### src/rtl/sertx_pkg.sv
package sertx_pkg;
  typedef enum logic [1:0] {
    FAC_X1   = 2'b00,
    FAC_X16  = 2'b01,
    FAC_X64  = 2'b10,
    FAC_X64B = 2'b11
  } fac_e;
endpackage

### src/rtl/sertx_baud.sv
module sertx_baud #(
  parameter int MID_FACTOR = 16,
  parameter int MAX_FACTOR = 64,
  localparam int TICK_W = $clog2(MAX_FACTOR)
) (
  input  logic       clk,
  input  logic       rst_n,
  input  logic       txc_en,
  input  logic       busy,
  input  logic       take,
  input  logic [1:0] factor,
  output logic       bit_end
);
  import sertx_pkg::*;

  logic [TICK_W-1:0] tick_q;
  logic [TICK_W-1:0] last_tick;

  always_comb begin
    case (fac_e'(factor))
      FAC_X1:  last_tick = '0;
      FAC_X16: last_tick = TICK_W'(MID_FACTOR - 1);
      default: last_tick = TICK_W'(MAX_FACTOR - 1);
    endcase
  end

  assign bit_end = busy && txc_en && (tick_q == last_tick);

  always_ff @(posedge clk or negedge rst_n) begin
    if (!rst_n)                  tick_q <= '0;
    else if (!busy || take)      tick_q <= '0;
    else if (bit_end)            tick_q <= '0;
    else if (txc_en)             tick_q <= tick_q + 1'b1;
  end
endmodule

### src/rtl/sertx_framer.sv
module sertx_framer #(
  parameter int DATA_W   = 8,
  parameter int MIN_BITS = 5,
  localparam int LEN_W   = $clog2(DATA_W - MIN_BITS + 1),
  localparam int FRAME_W = DATA_W + 4,
  localparam int CNT_W   = $clog2(FRAME_W + 1)
) (
  input  logic [DATA_W-1:0]  data,
  input  logic [LEN_W-1:0]   len_sel,
  input  logic               par_en,
  input  logic               par_odd,
  input  logic               stop2,
  output logic [FRAME_W-1:0] frame,
  output logic [CNT_W-1:0]   nbits
);
  int  nd;
  logic par;

  always_comb begin
    nd    = MIN_BITS + int'(len_sel);
    frame = '1;
    frame[0] = 1'b0;
    par   = par_odd;
    for (int i = 0; i < DATA_W; i++) begin
      if (i < nd) begin
        frame[1+i] = data[i];
        par        = par ^ data[i];
      end
    end
    if (par_en) frame[1+nd] = par;
    nbits = CNT_W'(2 + nd + (par_en ? 1 : 0) + (stop2 ? 1 : 0));
  end
endmodule

### src/rtl/sertx_shifter.sv
module sertx_shifter #(
  parameter int FRAME_W = 12,
  localparam int CNT_W  = $clog2(FRAME_W + 1)
) (
  input  logic               clk,
  input  logic               rst_n,
  input  logic               txc_en,
  input  logic               bit_end,
  input  logic               pending,
  input  logic [FRAME_W-1:0] frame_in,
  input  logic [CNT_W-1:0]   nbits_in,
  output logic               busy,
  output logic               take,
  output logic               line
);
  logic [FRAME_W-1:0] sh_q;
  logic [CNT_W-1:0]   left_q;
  logic               last_bit;

  assign last_bit = (left_q == CNT_W'(1));
  assign take     = txc_en && pending && (!busy || (bit_end && last_bit));
  assign line     = busy ? sh_q[0] : 1'b1;

  always_ff @(posedge clk or negedge rst_n) begin
    if (!rst_n) begin
      sh_q   <= '1;
      left_q <= '0;
      busy   <= 1'b0;
    end else if (take) begin
      sh_q   <= frame_in;
      left_q <= nbits_in;
      busy   <= 1'b1;
    end else if (bit_end) begin
      if (last_bit) begin
        busy <= 1'b0;
        sh_q <= '1;
      end else begin
        sh_q   <= {1'b1, sh_q[FRAME_W-1:1]};
        left_q <= left_q - 1'b1;
      end
    end
  end
endmodule

### src/rtl/sertx_gated.sv
module sertx_gated #(
  parameter int DATA_W     = 8,
  parameter int MIN_BITS   = 5,
  parameter int MID_FACTOR = 16,
  parameter int MAX_FACTOR = 64
) (
  input  logic              clk,
  input  logic              rst_n,
  input  logic              txc_en,
  input  logic [1:0]        cfg_factor,
  input  logic [1:0]        cfg_len,
  input  logic              cfg_par_en,
  input  logic              cfg_par_odd,
  input  logic              cfg_stop2,
  input  logic              cmd_tx_en,
  input  logic              cmd_break,
  input  logic              cts_n,
  input  logic              wr_valid,
  input  logic [DATA_W-1:0] wr_data,
  output logic              wr_ready,
  output logic              txd,
  output logic              tx_empty
);
  localparam int FRAME_W = DATA_W + 4;
  localparam int CNT_W   = $clog2(FRAME_W + 1);

  logic [DATA_W-1:0]  hold_q;
  logic               hold_full;
  logic               tx_on;
  logic               busy, take, bit_end, line;
  logic [FRAME_W-1:0] frame;
  logic [CNT_W-1:0]   nbits;

  assign tx_on    = cmd_tx_en && !cts_n;
  assign wr_ready = !hold_full;

  always_ff @(posedge clk or negedge rst_n) begin
    if (!rst_n) begin
      hold_full <= 1'b0;
      hold_q    <= '0;
    end else if (take) begin
      hold_full <= 1'b0;
    end else if (wr_valid && wr_ready && tx_on) begin
      hold_full <= 1'b1;
      hold_q    <= wr_data;
    end
  end

  sertx_framer #(.DATA_W(DATA_W), .MIN_BITS(MIN_BITS)) u_framer (
    .data(hold_q), .len_sel(cfg_len), .par_en(cfg_par_en),
    .par_odd(cfg_par_odd), .stop2(cfg_stop2), .frame(frame), .nbits(nbits)
  );

  sertx_baud #(.MID_FACTOR(MID_FACTOR), .MAX_FACTOR(MAX_FACTOR)) u_baud (
    .clk(clk), .rst_n(rst_n), .txc_en(txc_en), .busy(busy), .take(take),
    .factor(cfg_factor), .bit_end(bit_end)
  );

  sertx_shifter #(.FRAME_W(FRAME_W)) u_shift (
    .clk(clk), .rst_n(rst_n), .txc_en(txc_en), .bit_end(bit_end),
    .pending(hold_full), .frame_in(frame), .nbits_in(nbits),
    .busy(busy), .take(take), .line(line)
  );

  assign txd      = cmd_break ? 1'b0 : line;
  assign tx_empty = !hold_full && !busy;
endmodule

### config.mk
export PLATFORM = sky130hd
export DESIGN_NAME = sertx_gated
export DESIGN_NICKNAME = d
export VERILOG_FILES = /design/src/rtl/sertx_pkg.sv /design/src/rtl/sertx_baud.sv /design/src/rtl/sertx_framer.sv /design/src/rtl/sertx_shifter.sv /design/src/rtl/sertx_gated.sv
export SDC_FILE = /design/constraint.sdc
export NUM_CORES = 1
export LEC_CHECK = 0
export BUFFER_PORTS_ARGS = -buffer_cell sky130_fd_sc_hd__buf_2
export CAP_MARGIN = 20
export CORE_MARGIN = 1
export CORE_UTILIZATION = 53
export CTS_CLUSTER_SIZE = 20
export DETAILED_ROUTE_END_ITERATION = 8
export GPL_ROUTABILITY_DRIVEN = 1
export HOLD_SLACK_MARGIN = 0.05
export PLACE_DENSITY = 0.71
export SETUP_SLACK_MARGIN = 0.5
export SKIP_LAST_GASP = 1
export SLEW_MARGIN = 10
export SYNTH_ARGS = -nofsm -noshare
export SYNTH_HDL_FRONTEND = slang
export SYNTH_SLANG_ARGS = --single-unit
### constraint.sdc
create_clock -name clk -period 3.6 [get_ports clk]
set_input_delay 0.18 -clock clk [delete_from_list [all_inputs] [get_ports clk]]
set_output_delay 0.18 -clock clk [all_outputs]
set_load 0.05 [all_outputs]
# Word-level counts from Yosys, hierarchy flattened
# Index checks and enable logic that the tools add are counted.
# word_totals
ff_bits,32
latch_bits,0
ram_bits,0
rom_bits,0
wordCells,98
n_memories,0
# classes
n_addsub,7
multipliers,0
n_div,0
n_lt_le_gt_ge,10
n_eq_ne,4
n_shift,0
n_mux,39
n_bitwise,9
n_reduce_logical,23
# ops
cell,count
< comparator 4 x 32 -> 1 bit (first input constant),4
< comparator 3 x 32 -> 1 bit (first input constant),2
two-way mux 12 bit,3
adder 2 x 32 -> 32 bit (first input constant),1
>= comparator 32 x 1 -> 1 bit (second input constant),1
< comparator 1 x 32 -> 1 bit (first input constant),1
< comparator 2 x 32 -> 1 bit (first input constant),1
< comparator 32 x 6 -> 1 bit (second input constant),1
two-way mux 1 bit,26
two-way mux 6 bit,3
bitwise mux 12 bit,1
two-way mux 4 bit,3
one-hot mux 6 bit (2 select lines),1
two-way mux 11 bit,1
logical AND 1 bit,10
adder 4 bit,2
bitwise XOR 1 bit,8
adder 6 x 1 -> 6 bit (second input constant),1
equality test 6 bit,1
AND reduction 2 bit,3
nonzero test 2 bit,3
adder 3 x 2 -> 4 bit (first input constant),1
adder 3 x 4 -> 4 bit (first input constant),1
demux 1 bit (select 4 bit),1
9 further kinds,12

# Logic depth before layout (Yosys ltp)
# depth
word_depth,20
depth_mapped,9
depth_no_buf,9

# By module
# A second synthesis with hierarchy kept.
# unflattened
cells_unflattened,222
area_unflattened_um2,2220.9
# by_module_without_submodules
mod,instances,cells_per_inst,area_each_um2,seq_area_each_um2
sertx_shifter,1,103,1052.3,440.4
sertx_framer,1,54,402.9,0.0
sertx_gated,1,24,391.6,225.2
sertx_baud,1,41,374.1,150.1

# Worst setup path before layout
# No wires, ideal clock.
# synth_timing
path_kind,reg-to-reg
start,register u_baud.tick_q[2]
end,register u_shift.left_q[1]
arrival_ns,1.825
required_ns,3.476
setup_slack_ns,1.651
path_stages_with_launch,6
path_cell_list,dfrtp_1 > nor4_4 > o2bb2a_4 > or4_4 > nor3b_1 > a211o_1
# synth_between
elab_chain_len,7
# synth_rtl
item,line_no,rtl
from (decl),sertx_baud.sv:16,logic [TICK_W-1:0] tick_q;
from (signal assigned),sertx_baud.sv:33,else if (txc_en) tick_q <= tick_q + 1'b1;
equality test 6 bit *,sertx_baud.sv:27,assign bit_end = busy && txc_en && (tick_q == last_tick);
logical AND 1 bit *,sertx_baud.sv:27,
logical AND 1 bit,sertx_shifter.sv:21,assign take = txc_en && pending && (!busy || (bit_end && last_bit));
logical OR 1 bit,sertx_shifter.sv:21,
logical AND 1 bit,sertx_shifter.sv:21,
!= test 2 bit (no source line) or nonzero test 2 bit (tied branches),-,
AND reduction 2 bit (no source line),-,
to (signal assigned),sertx_shifter.sv:31,left_q <= nbits_in;
to (signal assigned),sertx_shifter.sv:39,left_q <= left_q - 1'b1;
to (decl),sertx_shifter.sv:17,logic [CNT_W-1:0] left_q;
# Mark *: on every way between the ends. The rest lies on a longest branch, timed or not.
# A chain may end at the register's enable or synchronous reset.

# Worst setup path after layout
# layout_timing
start,register u_shift.left_q[1]
end,register u_shift.sh_q[4]
# layout_between
elab_chain_len,5
# layout_rtl
item,line_no,rtl
equality test 4 x 1 -> 1 bit *,sertx_shifter.sv:20,assign last_bit = (left_q == CNT_W'(1));
logical AND 1 bit,sertx_shifter.sv:21,
logical OR 1 bit,sertx_shifter.sv:21,
logical AND 1 bit,sertx_shifter.sv:21,
two-way mux 12 bit or nonzero test 2 bit (tied branches),-,
to (signal assigned),sertx_shifter.sv:30,sh_q <= frame_in;
to (signal assigned),sertx_shifter.sv:38,"sh_q <= {1'b1, sh_q[FRAME_W-1:1]};"
to (decl),sertx_shifter.sv:16,logic [FRAME_W-1:0] sh_q;
# Mark *: on every way between the ends. The rest lies on a longest branch, timed or not. The select of a mux whose other input is x is not followed.

==> results by group <==
Pwr
  – Max IR drop VDD: 0.7882 mV
  – Pwr Density: 742.9 nW/µm²
  – Power, Total: 1.785 mW
  – Int Pwr: 1.062 mW
  – Switching share of power: 40.51%
  – Sequential power share: 40.7%
  – Net Switching: 0.7230 mW
  – Clock power frac: 14.9%
  – P_leak: 1.049 nW
  – Logic pwr share: 44.4%

Logic synthesis
  – Count of cell types in the netlist: 45
  – EDFF count, synth: 0
  – Post-synthesis sequential area ratio: 38.24%
  – Cells after synthesis: 226
  – Avg Inst Size Synth: 9.439 µm²
  – Mapped cell area: 2133 µm²
  – Mapped Nets: 263
  – Yosys warning count: 0
  – Main flop type after synthesis: dfrtp_1
  – Asr flop ratio synth: 100.0%
  – FF+latch count, synth: 32

Setup path
  – Worst path required time: 3.81 ns
  – Worst EP arrival: 2.63 ns
  – WS Path Type: reg -> reg
  – Crit path launch type: register
  – Critical path's slowest cell: o31ai_4
  – Critical Path Max Stage Delay: 0.76 ns
  – CP Capture Type: register
  – Cell mode on critical path: buf_4
  – Crit Path Max Fanout: 23
  – CP Cell Sequence: inv_1 > ha_1 > nor3b_2 > buf_4 > nand3_1 > o31ai_4 > buf_4 > mux2i_1

Place
  – Dpl hpwl: 3204 µm
  – Routability cong.: 0.8362
  – Area post-placement: 2311 µm²
  – I/O Buffers: 24

STA
  – RSZ-0062 raised after global routing: false
  – Slew Viols, Final: 0
  – Final hold viol count: 0
  – Min Tclk post-route: 2.416 ns
  – Period utilization: 67.12%
  – Sum of negative setup slack: 0 ns
  – Clock skew: 0.007468 ns
  – Peak Freq: 0.4139 GHz
  – Slew headroom: 43.09%
  – Endpoints failing setup: 0
  – Slew @ Worst Pin: 0.8537 ns

Die
  – Die width: 65.45 µm
  – Die area: 4283 µm²
  – # IOs: 25
  – Row Count: 22
  – Die Ht: 65.45 µm
  – Starting density of the core: 56.57%
  – Core ar.: 3771 µm²

Finish
  – Layout area overhead: 12.61%
  – Cell area after layout: 2402 µm²
  – Final nets: 291
  – Antenna Cells: 0
  – Final core utilization: 63.70%
  – Layout cell share with drive strength beyond 1: 23.92%

Route
  – Iter 0 DRT Violations: 86
  – Via density per instance: 5.710
  – Via Count: 1730
  – TritonRoute pass-1 iters: 4
  – Routed Antenna Nets: 0
  – Post-route DRC: 0
  – Final WL: 4383 µm
  – Detailed-route wire length per cell: 14.47 µm

Clocking
  – Root Driver: clkbuf_8
  – CTS H-Tree Depth: 2
  – Cts bufs inserted: 5
  – CTS tree: yes
  – CTS Sinks: 32
  – PostCTS Resize Cnt: 0
  – Maximum clock path buffer count: 2
  – Worst skew pair latency: 0.28 ns
  – Clock transition at the registers of the reported paths: 0.07 ns

Global route
  – GRT overflow: 0
  – GRT Overall Usage: 23.29%
  – Pin count of the biggest net entering global routing: 33
  – Initial antenna violation count: 0
  – First-pass GRT wire length: 7541 µm
  – Vias in the first global route: 1648

Job
  – Max_cap viols: 0

Worst hold path
  – Min-delay worst type: in -> reg

Run status
  – Outcome: completed
cell usage in the layout (no fill, tap or decap), types with 3 or more instances in the layout:
cell type  instances
buf_2             24
a21oi_1            9
nor3_1             9
o31ai_1            3
nand2_1           17
mux2i_1            5
dfrtp_1           20
buf_4              5
xnor2_1            8
clkbuf_8           5
o21ai_0           14
nand3_1           11
nand4_1           10
inv_1             15
ha_1              14
mux2_2             8
a32oi_1            5
nor2_1            20
dfstp_2           12
and3_1             3
logic make-up (layout without fill, tap and decap cells):
logic type,count (synthesis),count (layout),synth area share [%]
xor gates and xnor gates,11,11,5.161
muxes,13,13,6.569
AOI/OAI and AO/OA,44,44,14.43
buffers and inverters,24,53,4.516
DFF,32,32,38.24
and+or+nand+nor,87,87,21.94
adders and majority gates,15,15,9.150
worst max-delay path: cells and delay by family (launching register included):
kind | cells | cell delay (ns)
multiplexers | 1 | 0.18
flip-flops | 1 | 0.37
AND/OR/NAND/NOR | 2 | 0.28
adder cells (fa/ha/maj) | 1 | 0.17
AO/OA/AOI/OAI | 1 | 0.76
buffers and inverters | 3 | 0.57
metrics by stage:
step	hold slack, ns	setup slack, ns	cells
floorplan	-0.1156	1.651	226
global placement	0.2731	1.230	294
detailed placement	0.2830	1.177	294
CTS	0.1248	1.179	303
global route	0.1255	0.9479	303
finish	0.1286	1.184	303
path summary, 6_finish.rpt:
check | from | end | slack, ns | cells past startpoint
hold reg to reg | hold_q[6] | hold_q[6] | 0.53 | 1
setup / recovery | u_shift.left_q[1] | u_shift.sh_q[4] | 1.18 | 8
max in group asynchronous | rst_n | hold_q[6] | 2.64 | 2
hold / removal | wr_data[4] | hold_q[4] | 0.13 | 2
setup reg to reg | u_shift.left_q[1] | u_shift.sh_q[4] | 1.18 | 8
min in group asynchronous | rst_n | u_shift.left_q[1] | 0.49 | 2
power groups by stage:
stage          logic, mW  registers, mW  clock network [mW]
2_1_floorplan      0.623          0.686                   0
3_3_place_gp       0.771          0.727                   0
3_5_place_dp       0.789          0.732                   0
4_1_cts            0.793          0.726               0.274
5_1_grt            0.881          0.752               0.286
6_report           0.792          0.727               0.266
sequential cells by signal, indices dropped and copies added (netlist names):
name	count
hold_full	1
hold_q	8
u_shift.sh_q	12
u_shift.busy	1
u_shift.left_q	4
u_baud.tick_q	6
synthesized netlist by cell type (2+ instances only):
master | n | area share, %
nor2_1 | 20 | 3.5
xnor2_1 | 8 | 3.3
a21oi_1 | 9 | 2.1
xor2_1 | 2 | 0.82
nor2b_1 | 2 | 0.59
dfstp_2 | 12 | 15
o31ai_1 | 3 | 1.1
nand2b_1 | 2 | 0.59
and3b_1 | 2 | 0.82
a32oi_1 | 5 | 2.1
ha_1 | 14 | 8.2
nor3b_1 | 2 | 0.70
mux2i_1 | 5 | 2.3
and3_1 | 3 | 0.88
a22oi_1 | 2 | 0.70
clkbuf_1 | 6 | 1.1
inv_1 | 15 | 2.6
nand2_1 | 17 | 3.0
mux2_2 | 8 | 4.2
o211ai_1 | 2 | 0.70
dfrtp_1 | 20 | 23
o21ai_0 | 14 | 3.3
nand3_1 | 11 | 2.6
buf_2 | 2 | 0.47
or3_1 | 2 | 0.59
nand4_1 | 10 | 2.9
nor3_1 | 9 | 2.1
a31oi_1 | 2 | 0.59
area by class of cell:
type,instances,area [µm²]
Fill cell,319,1369
Timing Repair Buffer,30,167.7
Multi-Input combinational cell,170,1221
Inverter,15,56.30
Tap cell,48,60.06
Clock buffer,7,76.32
Sequential cell,32,815.8
Clock inverter,1,5.005
layer usage:
metal | track usage [%] | up-vias | share of wire, %
met3 | 3.819 | 6 | 3.1
li1 | - | 867 | -
met5 | 0 | - | 0
met4 | 6.522 | 0 | 1.0
met1 | 32.33 | 818 | 50
met2 | 37.37 | 39 | 46
timing repair:
| item | CTS | global route |
|---|---|---|
| hold endpoints to repair | 20 | 0 |
| hold buffers | 1 | 0 |
| buffers inserted | 0 | 0 |
No activity file was read; power rests on OpenSTA's default activity.
